`config.mk`:
```
export PLATFORM = sky130hd
export DESIGN_NAME = lockstep_mon
export DESIGN_NICKNAME = d
export VERILOG_FILES = /design/src/rtl/lm_pkg.sv /design/src/rtl/lm_compare.sv /design/src/rtl/lm_window.sv /design/src/rtl/lm_counts.sv /design/src/rtl/lockstep_mon.sv
export SDC_FILE = /design/constraint.sdc
export NUM_CORES = 1
export LEC_CHECK = 0
export BUFFER_PORTS_ARGS = -buffer_cell sky130_fd_sc_hd__buf_2
export CORE_MARGIN = 3
export CORE_UTILIZATION = 60
export DETAILED_ROUTE_END_ITERATION = 6
export GPL_ROUTABILITY_DRIVEN = 1
export GPL_TIMING_DRIVEN = 0
export PLACE_DENSITY = 0.81
export SKIP_CTS_REPAIR_TIMING = 1
export SLEW_MARGIN = 20
export SYNTH_ARGS = -nofsm -noshare
export SYNTH_HDL_FRONTEND = slang
export SYNTH_SLANG_ARGS = --single-unit
export TNS_END_PERCENT = 5
```
`constraint.sdc`:
```
create_clock -name clk -period 4.2 [get_ports clk]
set_input_delay 0.21 -clock clk [delete_from_list [all_inputs] [get_ports clk]]
set_output_delay 0.21 -clock clk [all_outputs]
set_load 0.02 [all_outputs]
```
`src/rtl/lm_pkg.sv`:
```
package lm_pkg;
   // number of compare lanes covering a bus
   function automatic int lane_count(input int dw, input int lane_w);
      return (dw + lane_w - 1) / lane_w;
   endfunction
endpackage

```
`src/rtl/lm_compare.sv`:
```
module lm_compare #(
   parameter int DW     = 72,
   parameter int SW     = 8,
   parameter int LANE_W = 8
) (
   input  logic          clk,
   input  logic          rst_n,
   input  logic [DW-1:0] gold_data,
   input  logic [DW-1:0] dut_data,
   input  logic          valid,
   input  logic          open_q,
   input  logic          start_acc,
   input  logic [SW-1:0] settle_cyc,
   output logic          hit
);
   localparam int NLANE = lm_pkg::lane_count(DW, LANE_W);
   localparam int PW    = NLANE * LANE_W;

   logic [PW-1:0]    diff_pad;
   logic [NLANE-1:0] lane_diff;
   logic [SW-1:0]    settle_q;

   assign diff_pad = PW'(gold_data ^ dut_data);

   for (genvar l = 0; l < NLANE; l++) begin : g_lane
      assign lane_diff[l] = |diff_pad[l*LANE_W +: LANE_W];
   end

   always_ff @(posedge clk) begin
      if (!rst_n) begin
         settle_q <= '0;
      end else if (start_acc) begin
         settle_q <= settle_cyc;
      end else if (open_q && settle_q != '0) begin
         settle_q <= settle_q - 1'b1;
      end
   end

   assign hit = open_q && valid && (settle_q == '0) && (|lane_diff);
endmodule

```
`src/rtl/lm_window.sv`:
```
module lm_window #(
   parameter int LW = 4
) (
   input  logic          clk,
   input  logic          rst_n,
   input  logic          win_start,
   input  logic          win_end,
   input  logic [LW-1:0] loc_idx,
   input  logic          hit,
   output logic          open_q,
   output logic          start_acc,
   output logic          end_acc,
   output logic [LW-1:0] cur_loc,
   output logic          win_sens,
   output logic          mismatch,
   output logic          rpt_valid,
   output logic [LW-1:0] rpt_loc,
   output logic          rpt_sensitive
);
   logic sticky_q;

   assign start_acc = win_start && !open_q;
   assign end_acc   = win_end && open_q;
   assign win_sens  = sticky_q || hit;

   always_ff @(posedge clk) begin
      if (!rst_n) begin
         open_q        <= 1'b0;
         sticky_q      <= 1'b0;
         cur_loc       <= '0;
         mismatch      <= 1'b0;
         rpt_valid     <= 1'b0;
         rpt_loc       <= '0;
         rpt_sensitive <= 1'b0;
      end else begin
         mismatch  <= hit;
         rpt_valid <= end_acc;
         if (start_acc) begin
            open_q   <= 1'b1;
            sticky_q <= 1'b0;
            cur_loc  <= loc_idx;
         end else if (end_acc) begin
            open_q        <= 1'b0;
            sticky_q      <= 1'b0;
            rpt_loc       <= cur_loc;
            rpt_sensitive <= win_sens;
         end else if (hit) begin
            sticky_q <= 1'b1;
         end
      end
   end
endmodule

```
`src/rtl/lm_counts.sv`:
```
module lm_counts #(
   parameter int LW = 4,
   parameter int CW = 16
) (
   input  logic          clk,
   input  logic          rst_n,
   input  logic          upd,
   input  logic [LW-1:0] upd_loc,
   input  logic          upd_err,
   input  logic [LW-1:0] rd_idx,
   output logic [CW-1:0] rd_inj,
   output logic [CW-1:0] rd_err
);
   localparam int NLOC = 1 << LW;
   localparam logic [CW-1:0] CMAX = '1;

   logic [CW-1:0] inj_q [NLOC];
   logic [CW-1:0] err_q [NLOC];

   for (genvar e = 0; e < NLOC; e++) begin : g_ent
      logic sel;
      assign sel = upd && (upd_loc == LW'(e));
      always_ff @(posedge clk) begin
         if (!rst_n) begin
            inj_q[e] <= '0;
            err_q[e] <= '0;
         end else if (sel) begin
            if (inj_q[e] != CMAX) inj_q[e] <= inj_q[e] + 1'b1;
            if (upd_err && err_q[e] != CMAX) err_q[e] <= err_q[e] + 1'b1;
         end
      end
   end

   assign rd_inj = inj_q[rd_idx];
   assign rd_err = err_q[rd_idx];
endmodule

```
`src/rtl/lockstep_mon.sv`:
```
module lockstep_mon #(
   parameter int DW     = 72,
   parameter int LW     = 4,
   parameter int CW     = 16,
   parameter int SW     = 8,
   parameter int LANE_W = 8
) (
   input  logic          clk,
   input  logic          rst_n,
   input  logic [DW-1:0] gold_data,
   input  logic [DW-1:0] dut_data,
   input  logic          valid,
   input  logic          win_start,
   input  logic          win_end,
   input  logic [LW-1:0] loc_idx,
   input  logic [SW-1:0] settle_cyc,
   input  logic [LW-1:0] rd_idx,
   output logic          mismatch,
   output logic          rpt_valid,
   output logic [LW-1:0] rpt_loc,
   output logic          rpt_sensitive,
   output logic [CW-1:0] rd_inj,
   output logic [CW-1:0] rd_err
);
   if (DW < 1)                  begin : g_bad_dw   $error("DW must be at least 1"); end
   if (LW < 1 || LW > 10)       begin : g_bad_lw   $error("LW must be 1..10"); end
   if (CW < 1)                  begin : g_bad_cw   $error("CW must be at least 1"); end
   if (SW < 1)                  begin : g_bad_sw   $error("SW must be at least 1"); end
   if (LANE_W < 1 || LANE_W > DW) begin : g_bad_ln $error("LANE_W must be 1..DW"); end

   logic          win_open;
   logic          start_acc;
   logic          end_acc;
   logic          hit;
   logic          win_sens;
   logic [LW-1:0] cur_loc;

   lm_compare #(.DW(DW), .SW(SW), .LANE_W(LANE_W)) u_cmp (
      .clk(clk), .rst_n(rst_n), .gold_data(gold_data), .dut_data(dut_data),
      .valid(valid), .open_q(win_open), .start_acc(start_acc),
      .settle_cyc(settle_cyc), .hit(hit)
   );

   lm_window #(.LW(LW)) u_win (
      .clk(clk), .rst_n(rst_n), .win_start(win_start), .win_end(win_end),
      .loc_idx(loc_idx), .hit(hit), .open_q(win_open), .start_acc(start_acc),
      .end_acc(end_acc), .cur_loc(cur_loc), .win_sens(win_sens),
      .mismatch(mismatch), .rpt_valid(rpt_valid), .rpt_loc(rpt_loc),
      .rpt_sensitive(rpt_sensitive)
   );

   lm_counts #(.LW(LW), .CW(CW)) u_cnt (
      .clk(clk), .rst_n(rst_n), .upd(end_acc), .upd_loc(cur_loc),
      .upd_err(win_sens), .rd_idx(rd_idx), .rd_inj(rd_inj), .rd_err(rd_err)
   );
endmodule

```
Word-level counts from Yosys, hierarchy flattened. Memory sizes are Yosys's and may differ from the RTL's. Cells that the tools add are included.

Flip-flop bits (word level): 21. Memory bits (writable): 512. Input port bits: 165. Output and inout port bits: 39. Logic and storage cells: 338. Memories: 2.

Add/sub/neg operators: 33. Eq/ne operators: 47. Multiplexer cells: 165. Bitwise operators: 35. Reductions and logical operators: 48.

Memory list: u_cnt.err_q (depth 16, width 16, rd ports 17, clocked after Yosys merged registers in 0, write ports 16, RTL line lm_counts.sv:18) `logic [CW-1:0] err_q [NLOC];`; u_cnt.inj_q (depth 16, width 16, rd ports 17, clocked after Yosys merged registers in 0, write ports 16, RTL line lm_counts.sv:17) `logic [CW-1:0] inj_q [NLOC];`.

Operators by type and width (number): $add A16 B1 Y16 const B (32); $mux W16 (32); $ne A16 B16 Y1 const B (32); $mux W1 (131); $reduce_or A72 Y1 (1); $xor A72 B72 Y72 (1); $logic_and A1 B1 Y1 (38); $eq A4 B4 Y1 const B (8); $or A1 B1 Y1 (32); $eq A4 B3 Y1 const B (4); $mux W8 (2); $eq A4 B2 Y1 const B (2); $logic_not A8 Y1 (1); $reduce_bool A8 Y1 (1); $sub A8 B1 Y8 const B (1); $eq A4 B1 Y1 const B (1); $logic_not A4 Y1 (1); $reduce_bool A2 Y1 (2); $reduce_or A3 Y1 (1); $not A1 Y1 (2); $reduce_and A2 Y1 (1); $logic_not A1 Y1 (1); $logic_or A1 B1 Y1 (1).

Depth between registers and ports, before layout. Gate-level depths: netlist of run 1.

Depth in word-level cells: 10. Gate-level depth with buffers: 10. Depth with buffers taken out: 8.

Hierarchy. Synthesis of run 1 repeated with hierarchy kept, for this count alone.

Cell total of the unflattened synthesis: 3095. Area, all modules: 33171.8 sq um.

By module, submodules not included: lm_counts (times used 1, cells each 2895, area each 31438.9 sq um, sequential area each 15374.7 sq um); lm_compare (times used 1, cells each 153, area each 1251.2 sq um, sequential area each 160.2 sq um); lm_window (times used 1, cells each 47, area each 481.7 sq um, sequential area each 260.2 sq um).

Least setup slack after synthesis of run 1. No wires, ideal clock.

Path kind: register -> register. Start: register u_cmp.settle_q[0]. End: memory u_cnt.err_q[3][0] (enable). Setup time: 0.436 ns. Arrival: 3.254 ns. Data required time: 3.764 ns. Path slack: 0.510 ns. Stages on the path, launching flop included: 9. Path buffers: 1. Cell sequence: dfxtp_1 > inv_1 > ha_1 > nor4bb_1 > and3_1 > a21o_1 > o41ai_4 > buf_2 > o41ai_1.

RTL lines: start: declaration (RTL line lm_compare.sv:21) `logic [SW-1:0] settle_q;`; start signal: assignment (RTL line lm_compare.sv:33) `settle_q <= settle_cyc;`; start signal: assignment (RTL line lm_compare.sv:35) `settle_q <= settle_q - 1'b1;`; end: declaration (RTL line lm_counts.sv:18).

==> flow_metrics.py, run 1 <==
metrics = {
    "final_layout": {
        "seq_area_um2": 15800,
        "drive_gt1_share_pct": 18.8,
        "fillers": 3778,
        "multi_input_area_um2": 16200,
        "fin_nets": 3340,
        "finalInstanceArea_um2": 37000,
        "syn2layout_area_growth_pct": 12.9,
    },
    "global_routing": {
        "grt_pass1_wl_um": 146000,
        "grt_usage_pct": 33.4,
        "grt_pass1_vias": 24900,
        "grt-ovfl-total": 0,
        "grt_max_degree": 17,
        "antenna_found_initial": 6,
    },
    "worst_setup_path": {
        "arrival_ps": 3700,
        "start_kind": "flip-flop",
        "end_kind": "flip-flop",
        "rrSetupSlack_ps": 740,
        "cp.required_ps": 4440,
        "r2r_end": "u_cnt.err_q[11][1]",
        "reg2reg_from": "u_win.cur_loc[0]",
        "crit_type": "flip-flop to flip-flop",
        "r2r_cells": 5,
        "crit_fanout": 16,
    },
    "yosys": {
        "synth_top_flop_cell": "edfxtp_1",
        "synthAdderAreaFrac_pct": 1.30,
        "ys_seq_elements": 533,
        "syn_avg_cell_area_um2": 11.5,
        "yosysSeqAreaShare_pct": 48.1,
        "ys_warn_count": 0,
        "synth_most_common_cell": "edfxtp_1",
        "synth-edff-count": 512,
        "synth_top_cell_by_area": "edfxtp_1",
        "synth_nets": 3057,
        "synth_mux_area_share_pct": 11.0,
        "synthCells": 2858,
        "synthDistinctLibCells": 56,
        "synth-compound-area-share_pct": 1.96,
        "synth.top_cells.by_area": "edfxtp_1, mux4_2, xor2_1",
        "yosys.area.top_type_share_pct": 46.9,
        "synthArstFlopShare_pct": 0,
        "synth_xor_area_share_pct": 13.9,
        "syn_area_um2": 32800,
        "synth_common_cells": "edfxtp_1, nor2_1, xor2_1",
        "synth-simple-area-share_pct": 20.4,
        "synth_top_family_by_area": "simple AND/OR/NAND/NOR gates",
    },
    "run": {
        "cap_violations": 0,
    },
    "hold_path": {
        "hold_path_end": "u_cmp.settle_q[1]",
        "min_delay_path_depth": 3,
        "hold_class": "input pin to flip-flop",
        "min_from": "settle_cyc[1]",
    },
    "sta": {
        "fin_crit_ps": 3460,
        "slew_viol_final": 0,
        "holdWs_ps": -24.8,
        "setup_ws_ps": 735,
        "slew_headroom_pct": 18.0,
        "max_freq_mhz": 289,
        "skew_ps": 21.2,
        "setup_viol": 0,
        "period_share_pct": 82.5,
        "max_slew.worst_pin.slew_ps": 1230,
        "hold_viol_final": 1,
        "rsz0062_at_grt": "no",
        "tns_ps": 0,
    },
    "clock_tree": {
        "cts_made_buffers": 56,
        "clock-sinks": 533,
        "clockRootBuffer": "clkbuf_16",
        "clock_latency_ps": 620,
        "ctsHtreeMaxLevel": 2,
        "cts_buffer_depth": 3,
        "cts_tree": "done",
        "path_clk_slew_ps": 60,
    },
    "floorplanning": {
        "die_h_um": 240,
        "ioPinCount": 204,
        "dieArea_um2": 57500,
        "fp-row-count": 85,
        "chipWidth_um": 240,
        "start_util_pct": 60.8,
        "core-area_um2": 53900,
    },
    "pwr": {
        "p_leak_nw": 12.1,
        "vdd_drop_max_uv": 328,
        "power_density_nw_per_um2": 346,
    },
    "routing": {
        "drtPass1Iterations": 7,
        "dr_wl_met3_um": 12200,
        "viasPerCell": 6.72,
        "first_iter_violations": 3819,
        "top_layer": "met5",
        "dr_wl_met2_um": 44200,
        "route.detailed.drc": 2,
        "wire_per_inst_um": 24.8,
        "route.vias.total": 26100,
        "ant_nets": 0,
        "wl_met1_um": 34800,
        "routed_wl_um": 96500,
    },
    "placement": {
        "detailedPlace.worstSlack_ps": 410,
        "dpl-instance-area_um2": 35100,
        "place_congestion": 1.00,
        "dp_hpwl_um": 72300,
        "portBuffers": 199,
    },
    "status": {
        "status": "complete, but fails checks",
        "violations": "DRC, hold timing",
    },
}
==> worst max path at each step <==
stage	startpoint	end	slack [ps]	depth (start not counted)
after global placement	u_cmp.settle_q[0]	u_cnt.err_q[15][7]	-380	8
final	u_win.cur_loc[0]	u_cnt.err_q[11][1]	740	5
after global routing	u_win.cur_loc[0]	u_cnt.err_q[11][1]	630	5
after CTS	u_win.cur_loc[0]	u_cnt.err_q[11][1]	830	5
after detailed placement	rst_n	u_cnt.inj_q[14][7]	410	5
after floorplan	u_cmp.settle_q[0]	u_cnt.err_q[3][0]	510	8
==> cell families (layout without fill, tap and decap cells) <==
kind of cell,after synthesis,count (layout)
AO/OA/AOI/OAI,88,88
XOR/XNOR,520,520
adder cells (fa/ha/maj),34,34
buffers and inverters,204,530
flip-flops,533,533
multiplexers,160,160
other,0,3
AND/OR/NAND/NOR,1319,1319
==> worst max-delay path, stage by stage (launching register included) <==
cell      delay (ps)
dfxtp_1          300
clkbuf_1         400
nand2_1          750
a41o_1           580
clkbuf_1         310
o31ai_4          750
==> metrics by stage <==
stage | instances | power [mW] | hold WS [ps] | util (%)
3_5_place_dp | 3771 | 7.72 | 455 | 65.0
6_report | 3883 | 12.8 | -24.8 | 68.7
5_1_grt | 3880 | 13.1 | 44.1 | 68.6
2_1_floorplan | 2858 | 7.14 | 346 | -
3_3_place_gp | 3753 | 7.64 | 444 | 64.3
4_1_cts | 3872 | 12.8 | -171 | 68.5
==> cell usage in the layout, fill, tap and decap left out, types with 5 or more instances in the layout <==
cell type	n
a21oi_1	18
a31o_2	7
a41o_1	6
and2_1	10
and3_1	78
and4_1	48
buf_1	16
buf_2	237
buf_4	15
buf_6	40
bufinv_16	6
clkbuf_1	79
clkbuf_16	57
clkbuf_8	9
clkinv_2	14
dfxtp_1	21
dlygate4sd3_1	8
edfxtp_1	512
ha_1	34
inv_1	39
mux4_2	160
nand2_1	210
nand2b_1	13
nand3_1	175
nand4_1	76
nor2_1	377
nor2b_1	13
nor3_1	52
nor4_1	212
nor4b_1	17
o21ai_2	11
o31ai_4	11
o41ai_2	5
or2_1	10
or2_2	9
or3_1	6
xnor2_1	233
xor2_1	287
==> power breakdown <==
group	internal, mW	switching, mW
registers	6.02	0.284
logic	0.573	0.791
clock network	3.00	2.15
==> area by class of cell <==
class                      count  share of cell area (%)
inverter                      39                   0.395
buffer                       165                    2.53
timing repair buffer         225                    3.33
multi-input combinational   2121                    43.7
sequential                   533                    42.7
antenna                        3                  0.0203
clock buffer                  73                    4.26
clock inverter                28                   0.794
tap                          696                    2.35
==> registers in the layout (all words and copies together), names as in the netlist <==
register	count
u_win.mismatch	1
u_win.cur_loc	4
u_win.open_q	1
u_win.rpt_valid	1
u_win.rpt_loc	4
u_cmp.settle_q	8
u_cnt.inj_q	256
u_win.sticky_q	1
u_cnt.err_q	256
u_win.rpt_sensitive	1
==> per-layer routing <==
metal  vias to the layer above  track usage (%)
li1                      11300                -
met1                     12500             44.5
met2                      1947             53.0
met3                       314             7.47
met4                         6             14.6
met5                         -                0
No activity file was read; power rests on OpenSTA's default activity.
==> run 2, diff against run 1 <==
CORE_UTILIZATION = 56   (was 60)
PLACE_DENSITY = 0.79   (was 0.81)
clock period = 3.1 ns   (was 4.2 ns; I/O delays follow)
==> run 2 against run 1 <==
Compared with the run above: the run ends with DRC, setup timing left; critical path depth rose by 1; register-to-register slack got worse by 630 ps; worst hold slack improved by 36 ps; die area rose by 7.0%; sequential cell count did not move; non-clock buffer count rose by 8; sequential share of layout area fell by 0.25 points; sequential power rose by 35%; via count barely moved; first-iteration DRC count fell by 14%; global-route usage fell by 2.1 points; worst setup slack got worse by 780 ps; critical path type is now input pin to output port; largest cell class unchanged; largest power group unchanged.
==> flow_metrics.py, run 2 (synthesized netlist as in run 1, its figures left out) <==
metrics = {
    "status": {
        "status": "complete, but fails checks",
        "violations": "DRC, setup timing",
    },
    "worst_setup_path": {
        "crit_slowest_cell": "buf_1",
        "crit_fanout": 10,
        "path_cells": "buf_2 -> buf_2 -> buf_1 -> mux4_2 -> mux4_2 -> buf_2",
        "end_kind": "output port",
        "cp_common_cell": "buf_2",
        "crit_type": "input pin to output port",
        "critical_path.max_stage_delay_ps": 730,
        "start_kind": "input pin",
        "arrival_ps": 2990,
        "cp.required_ps": 2940,
    },
    "sta": {
        "rsz0062_at_grt": "yes",
        "setup_viol": 3,
        "slew_viol_final": 0,
        "setup_ws_ps": -45.3,
        "slew_headroom_pct": 33.7,
        "period_share_pct": 101,
        "hold_viol_final": 0,
        "max_freq_mhz": 318,
        "max_slew.worst_pin.slew_ps": 995,
        "skew_ps": 19.6,
        "fin_crit_ps": 3150,
        "tns_ps": -58.5,
    },
    "global_routing": {
        "top_usage_layer": "met2",
        "grt-ovfl-total": 0,
        "grt_usage_pct": 31.2,
        "grt_pass1_vias": 24900,
        "grtUsageMet1_pct": 40.2,
        "grt_pass1_wl_um": 146000,
        "groute.layer.met3.usage_pct": 7.23,
        "grt_max_degree": 17,
        "grt_use_met2_pct": 51.0,
        "antenna_found_initial": 8,
    },
    "floorplanning": {
        "core-area_um2": 57800,
        "start_util_pct": 56.8,
        "fp-row-count": 88,
        "ioPinCount": 204,
        "die_h_um": 248,
        "chipWidth_um": 248,
        "dieArea_um2": 61500,
    },
    "final_layout": {
        "final_util_pct": 64.4,
        "mostFrequentLayoutCells": "edfxtp_1, nor2_1, xor2_1",
        "reg_top3": "u_cnt.err_q x256, u_cnt.inj_q x256, u_cmp.settle_q x8",
        "drive_gt1_share_pct": 18.9,
        "final_common_cell": "edfxtp_1",
        "syn2layout_area_growth_pct": 13.5,
        "layoutNonFillerInstCount": 3962,
        "fin_nets": 3348,
    },
    "pwr": {
        "seq_power_share_pct": 49.4,
        "switching_share_pct": 25.3,
        "p_switching_mw": 4.36,
        "p_int_mw": 12.9,
        "p_leak_nw": 12.2,
        "pwr-share-clk_pct": 39.7,
        "total_power_mw": 17.3,
        "combPwrFrac_pct": 10.9,
        "vdd_drop_max_uv": 482,
        "power_density_nw_per_um2": 463,
    },
    "routing": {
        "ant_nets": 0,
        "first_iter_violations": 3288,
        "viasPerCell": 6.59,
        "routed_wl_um": 97700,
        "route.vias.total": 26100,
        "drtPass1Iterations": 7,
        "route.detailed.drc": 1,
        "wire_per_inst_um": 24.7,
    },
    "hold_path": {
        "hold_class": "input pin to flip-flop",
    },
    "clock_tree": {
        "cts_tree": "done",
        "ctsHtreeMaxLevel": 2,
        "clock_latency_ps": 630,
        "path_clk_slew_ps": 50,
        "cts_buffer_depth": 3,
        "clock-sinks": 533,
        "cts_made_buffers": 56,
        "clockRootBuffer": "clkbuf_16",
    },
    "placement": {
        "dp.cells": 3843,
        "place_congestion": 0.980,
        "dp_hpwl_um": 73700,
        "portBuffers": 199,
    },
    "run": {
        "cap_violations": 0,
    },
}
run 2: changes by cell type in the layout (fill, tap and decap cells not counted), moves of 3 or more:
| cell | delta |
|---|---|
| buf_12 | +3 |
| buf_4 | -4 |
| buf_6 | +3 |
| clkbuf_2 | +3 |
| clkbuf_8 | -7 |
| clkinv_1 | +11 |
| clkinv_2 | -3 |
| clkinvlp_4 | -3 |
| nand2_1 | -3 |
run 2: through the flow:
stage / cell area, µm² / setup WS (ps) / hold WS [ps]
5_1_grt: 37200 / -85.1 / 8.94
6_report: 37200 / -45.3 / 11.6
2_1_floorplan: 32800 / -547 / 291
4_1_cts: 37000 / -206 / -233
3_3_place_gp: 34800 / -1450 / 406
3_5_place_dp: 35200 / -847 / 407
run 2: area by class of cell:
type / count / area, µm²
plain buffers: 165 / 941
diodes: 1 / 2.50
repair buffers: 233 / 1360
inverters: 39 / 146
well taps: 765 / 957
clock inverters: 33 / 308
fillers: 4312 / 20600
multi-input cells: 2121 / 16200
clock buffers: 72 / 1520
flip-flops and latches: 533 / 15800
run 2: critical path, delay by kind of cell:
family	cells	cell delay [ps]
buf+inv	4	1770
mux	2	1040
run 2: path summary, 6_finish.rpt:
check	start	slack, ps	end	depth (start not counted)
worst max register to register	u_win.cur_loc[2]	110	u_cnt.inj_q[14][12]	7
worst min-delay path	settle_cyc[5]	10	u_cmp.settle_q[5]	4
worst max-delay path	rd_idx[0]	-50	rd_err[15]	6
worst min register to register	u_win.rpt_loc[2]	450	u_win.rpt_loc[2]	2
run 2: power groups by stage:
stage	Sequential, mW	Clock, mW	Combinational, mW
finish	8.53	6.85	1.88
global route	8.55	7.15	1.98
CTS	8.50	6.90	1.83
detailed placement	8.65	0	1.82
global placement	8.64	0	1.72
floorplan	8.52	0	1.15
run 2: metal layers:
metal / wire length (µm) / vias to the layer above
met5: 75 / -
met4: 4410 / 10
met3: 12100 / 282
met2: 46400 / 1804
met1: 34700 / 12700
li1: - / 11300
